<file path="config.mk">
export PLATFORM = sky130hd
export DESIGN_NAME = axid_filt_qual
export DESIGN_NICKNAME = d
export VERILOG_FILES = /design/src/rtl/axidq_pkg.sv /design/src/rtl/axidq_flt_reg.sv /design/src/rtl/axidq_match.sv /design/src/rtl/axidq_lane.sv /design/src/rtl/axid_filt_qual.sv
export SDC_FILE = /design/constraint.sdc
export NUM_CORES = 1
export LEC_CHECK = 0
export BUFFER_PORTS_ARGS = -buffer_cell sky130_fd_sc_hd__clkbuf_2
export CAP_MARGIN = 20
export CORE_ASPECT_RATIO = 0.8
export CORE_UTILIZATION = 45
export DETAILED_ROUTE_END_ITERATION = 10
export GPL_TIMING_DRIVEN = 0
export PLACE_DENSITY = 0.78
export SLEW_MARGIN = 30
export SYNTH_ARGS = -nofsm -noshare
export SYNTH_HDL_FRONTEND = slang
export SYNTH_SLANG_ARGS = --single-unit
</file>
<file path="constraint.sdc">
create_clock -name clk -period 1.8 [get_ports clk]
set_clock_uncertainty 0.2 [all_clocks]
set_input_delay 0.36 -clock clk [delete_from_list [all_inputs] [get_ports clk]]
set_output_delay 0.36 -clock clk [all_outputs]
set_load 0.03 [all_outputs]
</file>
<file path="src/rtl/axidq_pkg.sv">
package axidq_pkg;
  localparam logic [7:0] CODE_RD = 8'h41;
  localparam logic [7:0] CODE_WR = 8'h42;
  localparam int unsigned ID_W = 16;

  typedef struct packed {
    logic [ID_W-1:0] cmp_mask;  // 1 = compare this ID bit
    logic [ID_W-1:0] ref_id;
  } flt_word_t;
endpackage

</file>
<file path="src/rtl/axidq_flt_reg.sv">
module axidq_flt_reg
  import axidq_pkg::*;
(
  input  logic      clk,
  input  logic      rst_n,
  input  logic      we,
  input  logic [31:0] wdata,
  output flt_word_t flt
);
  flt_word_t flt_d;
  flt_word_t flt_q;

  always_comb begin
    flt_d = flt_q;
    if (we) flt_d = flt_word_t'(wdata);
  end

  always_ff @(posedge clk or negedge rst_n) begin
    if (!rst_n) flt_q <= '0;
    else        flt_q <= flt_d;
  end

  assign flt = flt_q;
endmodule

</file>
<file path="src/rtl/axidq_match.sv">
module axidq_match
  import axidq_pkg::*;
(
  input  logic            vld,
  input  logic [ID_W-1:0] id,
  input  flt_word_t       flt,
  output logic            hit
);
  logic [ID_W-1:0] diff;

  always_comb begin
    diff = (id ^ flt.ref_id) & flt.cmp_mask;
    hit  = vld && (diff == '0);
  end
endmodule

</file>
<file path="src/rtl/axidq_lane.sv">
module axidq_lane
  import axidq_pkg::*;
#(
  parameter int unsigned BYTE_W = 12,
  parameter bit          ENH    = 1'b1
) (
  input  logic              clk,
  input  logic              rst_n,
  input  logic [7:0]        code,
  input  logic              rd_m,
  input  logic              wr_m,
  input  logic [BYTE_W-1:0] rd_bytes,
  input  logic [BYTE_W-1:0] wr_bytes,
  output logic              hit,
  output logic [BYTE_W-1:0] bytes
);
  logic sel_rd, sel_wr;
  logic hit_d, hit_q;

  always_comb begin
    sel_rd = (code == CODE_RD) && rd_m;
    sel_wr = (code == CODE_WR) && wr_m;
    hit_d  = sel_rd || sel_wr;
  end

  always_ff @(posedge clk or negedge rst_n) begin
    if (!rst_n) hit_q <= 1'b0;
    else        hit_q <= hit_d;
  end
  assign hit = hit_q;

  generate
    if (ENH) begin : g_bytes
      logic [BYTE_W-1:0] bytes_d, bytes_q;
      always_comb begin
        bytes_d = '0;
        if (sel_rd)      bytes_d = rd_bytes;
        else if (sel_wr) bytes_d = wr_bytes;
      end
      always_ff @(posedge clk or negedge rst_n) begin
        if (!rst_n) bytes_q <= '0;
        else        bytes_q <= bytes_d;
      end
      assign bytes = bytes_q;
    end else begin : g_nobytes
      assign bytes = '0;
    end
  endgenerate
endmodule

</file>
<file path="src/rtl/axid_filt_qual.sv">
module axid_filt_qual
  import axidq_pkg::*;
#(
  parameter int unsigned NCNT   = 4,
  parameter int unsigned BYTE_W = 12,
  parameter bit          ENH    = 1'b1
) (
  input  logic                   clk,
  input  logic                   rst_n,
  input  logic                   flt_we,
  input  logic [31:0]            flt_wdata,
  input  logic                   rd_vld,
  input  logic [15:0]            rd_id,
  input  logic [BYTE_W-1:0]      rd_bytes,
  input  logic                   wr_vld,
  input  logic [15:0]            wr_id,
  input  logic [BYTE_W-1:0]      wr_bytes,
  input  logic [NCNT*8-1:0]      lane_code,
  output logic [NCNT-1:0]        lane_hit,
  output logic [NCNT*BYTE_W-1:0] lane_bytes
);
  flt_word_t flt;
  logic      rd_m, wr_m;

  axidq_flt_reg u_flt (
    .clk(clk), .rst_n(rst_n), .we(flt_we), .wdata(flt_wdata), .flt(flt)
  );

  axidq_match u_rd_match (.vld(rd_vld), .id(rd_id), .flt(flt), .hit(rd_m));
  axidq_match u_wr_match (.vld(wr_vld), .id(wr_id), .flt(flt), .hit(wr_m));

  generate
    for (genvar n = 0; n < NCNT; n++) begin : g_lane
      axidq_lane #(.BYTE_W(BYTE_W), .ENH(ENH)) u_lane (
        .clk      (clk),
        .rst_n    (rst_n),
        .code     (lane_code[n*8 +: 8]),
        .rd_m     (rd_m),
        .wr_m     (wr_m),
        .rd_bytes (rd_bytes),
        .wr_bytes (wr_bytes),
        .hit      (lane_hit[n]),
        .bytes    (lane_bytes[n*BYTE_W +: BYTE_W])
      );
    end
  endgenerate
endmodule

</file>
* Word-level counts from Yosys, hierarchy flattened
Cells that the tools add are included.
Storage, ports and cells: bits in registers 84, input port bits 125, output and inout bits 52, word-level logic and storage cells 46
Cells by class: equal/unequal tests 8, muxes and demuxes 8, bitwise gates (word level) 4, reductions and logical operators 16
Operators by type and width (count):
- 12-bit two-way mux | 8
- 8-bit by 7-bit == test with 1-bit output (second input constant) | 8
- 16-bit AND | 2
- 16-bit zero test | 2
- 16-bit bitwise XOR | 2
- 1-bit logical AND | 10
- 1-bit logical OR | 4

* Logic depth before layout (Yosys ltp)
Gate-level depths: netlist (run 1).
word-level depth 7, depth in mapped cells 6, mapped depth without buffers 5

* Hierarchy
A second synthesis (run 1) with hierarchy kept.
Second synthesis, totals: cell total of the unflattened synthesis 370, area total of the unflattened synthesis 4823.4 sq um
By module, submodules not included:
- axidq_lane | times used 4, cells each 62, area each 757.0 sq um, seq. area each 325.3 sq um
- axidq_flt_reg | times used 1, cells each 68, area each 1345.0 sq um, seq. area each 800.8 sq um
- axidq_match | times used 2, cells each 27, area each 225.2 sq um, seq. area each 0.0 sq um

* Least setup slack after synthesis (run 1)
No wires, ideal clock.
path type register to register, start point register u_flt.flt_q, in the netlist u_flt.flt[9], end point register g_lane[1].u_lane.hit_q, library setup time 0.095 ns, arrival time 1.639 ns, required time 1.505 ns, setup slack -0.134 ns, stages on the path, launching flop included 6, buffers on the path 1, clock period less this slack 1.934 ns, cells stage by stage dfrtp_1 -> xor2_1 -> a222oi_1 -> nand4_4 -> buf_6 -> o32ai_2
On the way: cells in the longest elaborated chain, start to end 6, elaborated cells between the ends (all ways) 11, classes of those cells bitwise: 4; reduce/logical: 7
RTL lines:
- start, declared | RTL line axidq_flt_reg.sv:11 | flt_word_t flt_q;
- start signal, assigned | RTL line axidq_flt_reg.sv:20 | else flt_q <= flt_d;
- 16-bit bitwise XOR | RTL line axidq_match.sv:12 | diff = (id ^ flt.ref_id) & flt.cmp_mask;
- 16-bit AND | RTL line axidq_match.sv:12
- 16-bit zero test | RTL line axidq_match.sv:13 | hit = vld && (diff == '0);
- 1-bit logical AND | RTL line axidq_match.sv:13
- 1-bit logical AND (on tied branches) | RTL line axidq_lane.sv:21, axidq_lane.sv:22
- 1-bit logical OR * | RTL line axidq_lane.sv:23 | hit_d = sel_rd || sel_wr;
- via g_lane[1].u_lane.hit_d | RTL line axidq_lane.sv:18 | logic hit_d, hit_q;
- end signal, assigned | RTL line axidq_lane.sv:28 | else hit_q <= hit_d;
- end, declared | RTL line axidq_lane.sv:18
Mark *: on every way through the listed nets, which the timed path passes. The rest lies on a longest branch. A chain may end at the register's enable or synchronous reset.

* Final worst setup path (run 1)
start point register u_flt.flt_q, in the netlist u_flt.flt[12], end point register g_lane[0].u_lane.g_bytes.bytes_q[10]
On the way: cells in the longest elaborated chain, start to end 7, elaborated cells between the ends (all ways) 12, classes of those cells mux: 2; bitwise: 4; reduce/logical: 6
RTL lines:
- 16-bit bitwise XOR | RTL line axidq_match.sv:12
- 16-bit AND | RTL line axidq_match.sv:12
- 16-bit zero test | RTL line axidq_match.sv:13
- 1-bit logical AND | RTL line axidq_match.sv:13
- 1-bit logical AND | RTL line axidq_lane.sv:22 | sel_wr = (code == CODE_WR) && wr_m;
- 12-bit two-way mux | RTL line axidq_lane.sv:38 | else if (sel_wr) bytes_d = wr_bytes;
- 12-bit two-way mux * | RTL line axidq_lane.sv:37 | if (sel_rd) bytes_d = rd_bytes;
- via g_lane[0].u_lane.g_bytes.bytes_d[10] | RTL line axidq_lane.sv:34 | logic [BYTE_W-1:0] bytes_d, bytes_q;
- end signal, assigned | RTL line axidq_lane.sv:42 | else bytes_q <= bytes_d;
- end, declared | RTL line axidq_lane.sv:34
Marks and branches as above.

==> flow_summary.ini, run 1 <==
[run_status]
status = complete, but fails checks
violations = negative setup slack

[yosys]
synth_fa_ha_area_share_pct = 0
synth_compound_area_share_pct = 21.2
synth-edff-count = 0
synth-main-ff-cell = dfrtp_1
post-synth-top-area-cell = dfrtp_1
syn_area_per_cell_um2 = 12.0
synth_commonest_cells = dfrtp_1 (84), nand2_1 (55), o32ai_2 (50)
synthSimpleGateAreaFrac_pct = 13.4
synth.yosys.warnings = 0
netlist_instances = 378
ys_ff_latch = 84
ys_top_cells_by_area = dfrtp_1 (46%), o32ai_2 (18%), mux2_2 (7.9%), xor2_1 (6.2%), nand3_1 (5.4%)
synth_top_family_by_area = compound AO/OA/AOI/OAI gates
synthXorXnorAreaFrac_pct = 6.18
synth_most_common_cell = dfrtp_1
syn_area_um2 = 4540
synth.distinct_cells = 28
syn_nets = 503
synthArstFlopShare_pct = 100
synth.mux.area_fraction_pct = 7.94
synth_top_area_share_pct = 46.3
seq_area_frac_synth_pct = 46.3

[cells_and_area]
final_nets = 701
finalCoreUtilization_pct = 65.4
stdcell_count = 717
n_antenna_cell = 0
syn_to_final_growth_pct = 40.3
nFillCells = 724
layout-drive-gt1-share_pct = 54.9

[critical_path]
worstPathMaxFanout = 10
critPathRequiredTime_ns = 1.83
path_class = flop to flop
r2r_setup_slack_ns = -0.45
worstSetupStartpointType = flop
rr_endpoint = g_lane[0].u_lane.bytes[10]
ff2ff_path_depth = 6
end_kind = flop
r2r_start = u_flt.flt[12]
cp.arrival_ns = 2.28

[power_and_ir_drop]
pwr_density_cell_nw_per_um2 = 735
power_mw = 4.68
leakage_nw = 2.63
vdd_drop_max_uv = 544

[place]
io_buffer_count = 175
dp_cells = 689
dp_hpwl_um = 9570
place_congestion = 0.891

[global_routing]
grt-ovfl-total = 0
grt_usage_pct = 27.1
grt_max_degree = 85
grt_pass1_wl_um = 21500
antenna_found_initial = 2
grt_pass1_vias = 4165

[cts]
clk_path_buf_depth = 2
h-tree-depth = 3
clk_pin_slew_ns = 0.06
cts_tree = yes
clk_latency_ns = 0.33
cts_sinks = 84
clockRootBuffer = clkbuf_16
cts_inserted_buffers = 9

[floorplan]
num_rows = 32
ios = 177
die_width_um = 114
core_um2 = 9730
start_util_pct = 46.6
die_h_um = 91.8
design.die.area_um2 = 10500

[timing]
hold_violations = 0
layout_setup_ws_ns = -0.446
setup_viol = 52
period_minus_slack_ns = 2.25
max_freq_mhz = 445
whs_ns = 0.0539
relSlewSlack_pct = 53.5
worst-slew-pin-transition_ns = 0.697
slew_viol_final = 0
min_period_over_period_pct = 125
rsz0062_at_grt = yes

[drt]
drtAntennaViolNets = 0
initialDrtViolationCount = 273
first_pass_iters = 5
wl_per_cell_um = 18.7
via_count = 4034
wl_um = 13400
drc = 0
via_per_inst = 5.63

[min_path]
worstHoldEndpoint = u_flt.flt[0]
hold_depth = 2
hold_class = primary input to flop
min_from = flt_wdata[0]

[run]
drv_cap = 0
-- per-layer routing --
layer | up-vias | GRT usage (%) | share of wire [%]
li1 | 1805 | - | -
met1 | 1998 | 35.6 | 42
met2 | 196 | 43.6 | 48
met3 | 33 | 7.01 | 7.5
met4 | 2 | 8.77 | 2.4
met5 | - | 0 | 0.13
-- critical path: stages (launching register included) --
cell and delay [ns]:
dfrtp_1 0.41, xor2_1 0.17, a22o_1 0.23, a221oi_2 0.27, nand3_4 0.20, buf_2 0.32
o32ai_4 0.32
-- power breakdown --
group          leakage [nW]  total, mW  internal (mW)  switching [mW]
Clock                 0.136       1.72          0.978           0.747
Sequential             1.10       2.04           1.96          0.0745
Combinational          1.39      0.921          0.383           0.538
-- per-stage QoR --
stage | setup slack [ns] | instance area [um^2] | TNS [ns]
finish | -0.446 | 6360 | -18.51
global route | -0.562 | 6360 | -24.31
CTS | -0.463 | 6270 | -20.64
detailed placement | -0.642 | 5600 | -24.90
global placement | -0.649 | 5590 | -77.43
floorplan | -0.117 | 4550 | -5.84
-- logic make-up after synthesis --
kind of cell | Yosys count
AOI/OAI and AO/OA | 66
xor gates and xnor gates | 32
buffers and inverters | 41
DFF | 84
muxes | 32
and+or+nand+nor | 123
-- cell usage in the layout (no fill, tap or decap), drive strengths merged --
cell	synthesis	routed
clkbuf	12	200
dfrtp	84	84
nand2	55	55
o32ai	52	52
nand3	49	49
buf	25	34
xor2	32	32
mux2	32	32
a22oi	6	6
inv	4	6
and4b	4	4
nor3b	4	4
a22o	3	3
nor4	3	3
a221oi	3	3
a222oi	2	2
nor2b	2	2
clkinv	0	2
nand4	2	2
nor4b	1	1
nor2	1	1
and4	1	1
nand3b	1	1
clkinvlp	0	1
dlygate4sd3	0	1
-- state kept, by name (all words and copies together), names as in the netlist --
| name | flops |
|---|---|
| g_lane.u_lane.bytes | 48 |
| u_flt.flt | 32 |
| g_lane.u_lane.hit | 4 |
-- cell type report --
cell class / instances / area (um^2) / share of cell area (%)
clock buffer: 11 / 243 / 3.81
sequential: 84 / 2100 / 33.0
tap: 136 / 170 / 2.67
timing repair buffer: 187 / 1020 / 16.0
clock inverter: 5 / 35.0 / 0.550
buffer: 37 / 273 / 4.29
multi-input combinational: 253 / 2510 / 39.5
inverter: 4 / 15.0 / 0.236
-- what timing repair did --
item                                    CTS  global route
hold buffers                              1             0
pin swaps                                36             5
endpoints found under the setup margin   52            52
resized for setup                        39            21
cloned                                    2             0
buffers inserted                          8             2
hold endpoints to repair                 84             0
-- how the worst max path moves through the flow --
| stage | start | slack [ns] | to |
|---|---|---|---|
| floorplan | u_flt.flt[9] | -0.12 | g_lane[1].u_lane.hit |
| global placement | rst_n | -0.65 | g_lane[1].u_lane.bytes[11] |
| detailed placement | lane_code[27] | -0.64 | g_lane[3].u_lane.bytes[1] |
| CTS | u_flt.flt[9] | -0.46 | g_lane[3].u_lane.bytes[1] |
| global route | u_flt.flt[11] | -0.56 | g_lane[3].u_lane.bytes[2] |
| finish | u_flt.flt[12] | -0.45 | g_lane[0].u_lane.bytes[10] |
(Power assumes the default switching activity.)
==> run 2, diff against run 1 <==
--- a/config.mk
+++ b/config.mk
@@ -12,6 +12,7 @@
 export DETAILED_ROUTE_END_ITERATION = 10
 export GPL_TIMING_DRIVEN = 0
 export PLACE_DENSITY = 0.78
+export SETUP_SLACK_MARGIN = 0.3
 export SLEW_MARGIN = 30
 export SYNTH_ARGS = -nofsm -noshare
 export SYNTH_HDL_FRONTEND = slang
==> run 2 against run 1 <==
The flow still finishes with violations (negative setup slack). Sequential power is essentially flat. Clock power increased by 15%. Largest cell class unchanged. Hold slack gained 0.0013 ns. Utilization rose by 2.6 points. Cell area up 4.0%. Critical endpoint is now g_lane[1].u_lane.bytes[5].
==> flow_summary.ini, run 2 (same netlist as run 1, synthesis figures left out) <==
[run_status]
status = complete, but fails checks
violations = negative setup slack

[cells_and_area]
seqCellArea_um2 = 2100
syn_to_final_growth_pct = 45.9
largest_reg_flops = 48
multiInputGateArea_um2 = 2600
final_nets = 701
final_cell_mix = clkbuf_2 (174), dfrtp_1 (84), nand2_1 (55), nand3_1 (48)
nFillCells = 687
layout-drive-gt1-share_pct = 55.5
layout_commonest_cell = clkbuf_2
final_area_um2 = 6620
n_antenna_cell = 0

[power_and_ir_drop]
pwr_density_cell_nw_per_um2 = 756
vdd_drop_max_uv = 573
leakage_nw = 2.70

[cts]
h-tree-depth = 3
cts_tree = yes
clk_pin_slew_ns = 0.06
clk_latency_ns = 0.33
cts_inserted_buffers = 9
clk_path_buf_depth = 2
cts_sinks = 84
clockRootBuffer = clkbuf_16

[timing]
finalSetupTns_ns = -20.16
rsz0062_at_grt = yes
layout_setup_ws_ns = -0.430
setup_viol = 52
slew_viol_final = 0
hold_violations = 0
max_freq_mhz = 448
min_period_over_period_pct = 124
worst-slew-pin-transition_ns = 0.622
relSlewSlack_pct = 58.5
period_minus_slack_ns = 2.23

[floorplan]
design.die.area_um2 = 10500
ios = 177
start_util_pct = 46.6
core_um2 = 9730
die_width_um = 114
die_h_um = 91.8
num_rows = 32

[drt]
wl_per_cell_um = 19.4
via_per_inst = 5.66
drc = 0
wl_um = 13900
via_count = 4049
first_pass_iters = 5
initialDrtViolationCount = 277
drtAntennaViolNets = 0

[critical_path]
worstPathMaxFanout = 10
path_class = flop to flop
cp.arrival_ns = 2.26
critPathRequiredTime_ns = 1.83
worstSetupStartpointType = flop
critPathMaxStageDelay_ns = 0.59
end_kind = flop
critPathMostFrequentCell = buf_12
path_cells = xor2_1 > a222oi_1 > nand4_4 > buf_12 > buf_12 > o32ai_4
cp_slowest_cell = a222oi_1
worst-path-buf-inv = 2
crit_family = compound AO/OA/AOI/OAI gates

[global_routing]
grt-ovfl-total = 0
grt_usage_pct = 26.5
grt_max_degree = 85
antenna_found_initial = 0
grt_pass1_wl_um = 21000
grt_pass1_vias = 4020

[place]
dp_hpwl_um = 9660
io_buffer_count = 175
place_congestion = 0.916
dpl-instance-area_um2 = 5650

[min_path]
hold_class = primary input to flop

[run]
drv_cap = 0
run 2: path summary, 6_finish.rpt:
path                                    start                        end  slack [ns]  cells past startpoint
min in group asynchronous               rst_n              u_flt.flt[10]        0.42                      3
worst min-delay path            flt_wdata[13]              u_flt.flt[13]        0.06                      2
worst max register to register   u_flt.flt[9]  g_lane[1].u_lane.bytes[5]       -0.43                      6
max in group asynchronous               rst_n  g_lane[1].u_lane.bytes[0]        0.65                      3
worst max-delay path             u_flt.flt[9]  g_lane[1].u_lane.bytes[5]       -0.43                      6
worst min register to register  u_flt.flt[30]              u_flt.flt[30]        0.34                      1
run 2: layout make-up:
class	instances	area share [%]
well taps	136	2.57
clock buffers	11	3.67
flip-flops and latches	84	31.8
repair buffers	187	16.8
multi-input cells	253	39.4
plain buffers	37	4.52
clock inverters	4	1.12
inverters	4	0.227
run 2: what timing repair did:
| action | CTS | global route |
|---|---|---|
| pin swaps | 15 | 9 |
| buffers inserted | 3 | 5 |
| setup endpoints to repair | 56 | 56 |
| gates cloned | 1 | 1 |
| hold buffers | 1 | 0 |
| gates resized for setup | 52 | 28 |
| endpoints found under the hold margin | 84 | 0 |
run 2: per-layer routing:
layer,track usage [%],up-vias,share of wire (%)
li1,-,1813,-
met1,34.3,1978,41
met2,44.5,238,50
met3,5.29,20,7.0
met4,8.55,0,1.7
met5,0,-,0
run 2: report_power, final:
part | switching (mW) | total (mW) | internal (mW)
clock | 0.726 | 1.97 | 1.25
combinational | 0.570 | 0.991 | 0.421
sequential | 0.0777 | 2.04 | 1.96
run 2: worst reg2reg max path: cells and delay by family (launching register included):
kind,cells,cell delay (ns)
AOI/OAI and AO/OA,2,0.87
DFF,1,0.40
xor gates and xnor gates,1,0.15
and+or+nand+nor,1,0.16
buffers and inverters,2,0.35
run 2: stage by stage:
step                      std cells  power (mW)  worst slack [ns]  util (%)  hold slack [ns]
final                           716        5.00            -0.430      68.0           0.0552
after global routing            716        5.18            -0.487      68.0           0.0517
after CTS                       710        4.89            -0.462      65.5           0.0493
after detailed placement        690        2.84            -0.560      58.0            0.225
after global placement          689        2.80            -0.657      57.7            0.318
after floorplan                 378        2.50            -0.117         -           -0.136
==> run 3, diff against run 2 <==
--- a/config.mk
+++ b/config.mk
@@ -12,7 +12,6 @@
 export DETAILED_ROUTE_END_ITERATION = 10
 export GPL_TIMING_DRIVEN = 0
 export PLACE_DENSITY = 0.78
-export SETUP_SLACK_MARGIN = 0.3
 export SLEW_MARGIN = 30
 export SYNTH_ARGS = -nofsm -noshare
 export SYNTH_HDL_FRONTEND = slang
==> constraint.sdc (replaced) <==
create_clock -name clk -period 1.8 [get_ports clk]
set_clock_uncertainty 0.2 [all_clocks]
set_input_delay 0.18 -clock clk [delete_from_list [all_inputs] [get_ports clk]]
set_output_delay 0.18 -clock clk [all_outputs]
set_load 0.03 [all_outputs]
==> run 3 against run 2 <==
The flow still finishes with violations (negative setup slack). Setup slack got worse by 0.034 ns. Utilization rose by 2.5 points. Final cell count rose by 7.4%. Global-route usage rose by 1.5 points. Clock power fell by 6%. Critical endpoint is now g_lane[3].u_lane.bytes[5]. Largest power group unchanged.
==> flow_summary.ini, run 3 (same netlist as run 1, synthesis figures left out) <==
[place]
place_congestion = 0.896
dp_cells = 690
dp_hpwl_um = 9760
io_buffer_count = 175
pre_cts_slack_ns = -0.914

[critical_path]
worstPathMaxFanout = 10
end_kind = flop
cp.arrival_ns = 2.30
critPathRequiredTime_ns = 1.84
path_class = flop to flop
worstSetupStartpointType = flop

[cells_and_area]
layout_commonest_cell = clkbuf_2
syn_to_final_growth_pct = 51.3
final_cell_mix = clkbuf_2 (177), dfrtp_1 (84), dlygate4sd3_1 (57), nand2_1 (55), nand3_1 (48)
stdcell_count = 769
n_antenna_cell = 0
layout-drive-gt1-share_pct = 49.3
largest_reg_flops = 48
final_nets = 753
finalCoreUtilization_pct = 70.5

[timing]
hold_violations = 0
rsz0062_at_grt = yes
layout_setup_ws_ns = -0.463
period_minus_slack_ns = 2.26
setup_viol = 52
worst-slew-pin-transition_ns = 0.688
max_freq_mhz = 442
whs_ns = 0.00491
slew_viol_final = 0
min_period_over_period_pct = 126
relSlewSlack_pct = 54.2

[cts]
h-tree-depth = 3
cts_sinks = 84
clk_latency_ns = 0.34
clockRootBuffer = clkbuf_16
clk_pin_slew_ns = 0.07
cts_inserted_buffers = 9
cts_tree = yes
clk_path_buf_depth = 2

[floorplan]
num_rows = 32
design.die.area_um2 = 10500
die_width_um = 114
die_h_um = 91.8
ios = 177
start_util_pct = 46.6
core_um2 = 9730

[drt]
drtAntennaViolNets = 0
initialDrtViolationCount = 249
via_count = 4315
wl_um = 14300
drc = 0
first_pass_iters = 5
via_per_inst = 5.61
wl_per_cell_um = 18.6

[power_and_ir_drop]
pwr_density_cell_nw_per_um2 = 712
power_mw = 4.89
leakage_nw = 2.85
vdd_drop_max_uv = 640

[global_routing]
grt_usage_pct = 28.0
grt_pass1_wl_um = 21900
grt-ovfl-total = 0
grt_pass1_vias = 4341
antenna_found_initial = 0
grt_max_degree = 85

[min_path]
hold_class = primary input to flop

[run]
drv_cap = 0

[run_status]
status = complete, but fails checks
violations = negative setup slack
## run 3: cell count changes in the layout (fill, tap and decap cells not counted), sizes merged
cell and change:
bufinv -1, dlygate4sd3 +56, buf -5, clkbuf +2, clkinv +1
## run 3: report_power, final
group,internal [mW],switching (mW),total [mW],leakage (nW)
Clock,1.11,0.737,1.85,0.147
Combinational,0.456,0.548,1.00,1.60
Sequential,1.96,0.0750,2.04,1.10
## run 3: stage by stage
stage                     TNS (ns)  area [um^2]
after floorplan              -5.84         4540
after global placement      -65.72         5590
after detailed placement    -28.66         5620
after CTS                   -23.00         6670
after global routing        -23.77         6860
final                       -21.97         6860
## run 3: worst paths after layout
| check | start | end | slack, ns | cells past startpoint |
|---|---|---|---|---|
| max reg2reg | u_flt.flt[11] | g_lane[3].u_lane.bytes[5] | -0.46 | 6 |
| min reg2reg | u_flt.flt[22] | u_flt.flt[22] | 0.34 | 1 |
| min in group asynchronous | rst_n | u_flt.flt[18] | 0.25 | 3 |
| max | u_flt.flt[11] | g_lane[3].u_lane.bytes[5] | -0.46 | 6 |
| min | lane_code[9] | g_lane[1].u_lane.bytes[1] | 0.005 | 4 |
| max in group asynchronous | rst_n | g_lane[1].u_lane.hit | 0.84 | 3 |
## run 3: cell type report
cell class                 count  area [um^2]
buffer                        37          287
clock buffer                  12          246
clock inverter                 4         48.8
fill                         712         2870
inverter                       4         15.0
multi-input combinational    253         2460
sequential                    84         2100
tap                          136          170
timing repair buffer         239         1540
## run 3: critical path, stage by stage, from the launching register on
cell      delay [ns]
dfrtp_1         0.41
xor2_1          0.17
a222oi_1        0.62
nand4_4         0.15
buf_8           0.18
buf_8           0.15
o32ai_4         0.27
## run 3: layer usage
metal | GRT usage [%] | vias up | wire length (um)
li1 | - | 1907 | -
met1 | 36.3 | 2123 | 5880
met2 | 44.0 | 230 | 6900
met3 | 6.87 | 55 | 990
met4 | 13.1 | 0 | 560
met5 | 0 | - | 0
## run 3: timing repair
action | in CTS | in global routing
buffers inserted | 4 | 2
hold buffers | 57 | 0
endpoints found under the setup margin | 52 | 52
pin swaps | 11 | 18
resized for setup | 21 | 40
endpoints found under the hold margin | 160 | 0
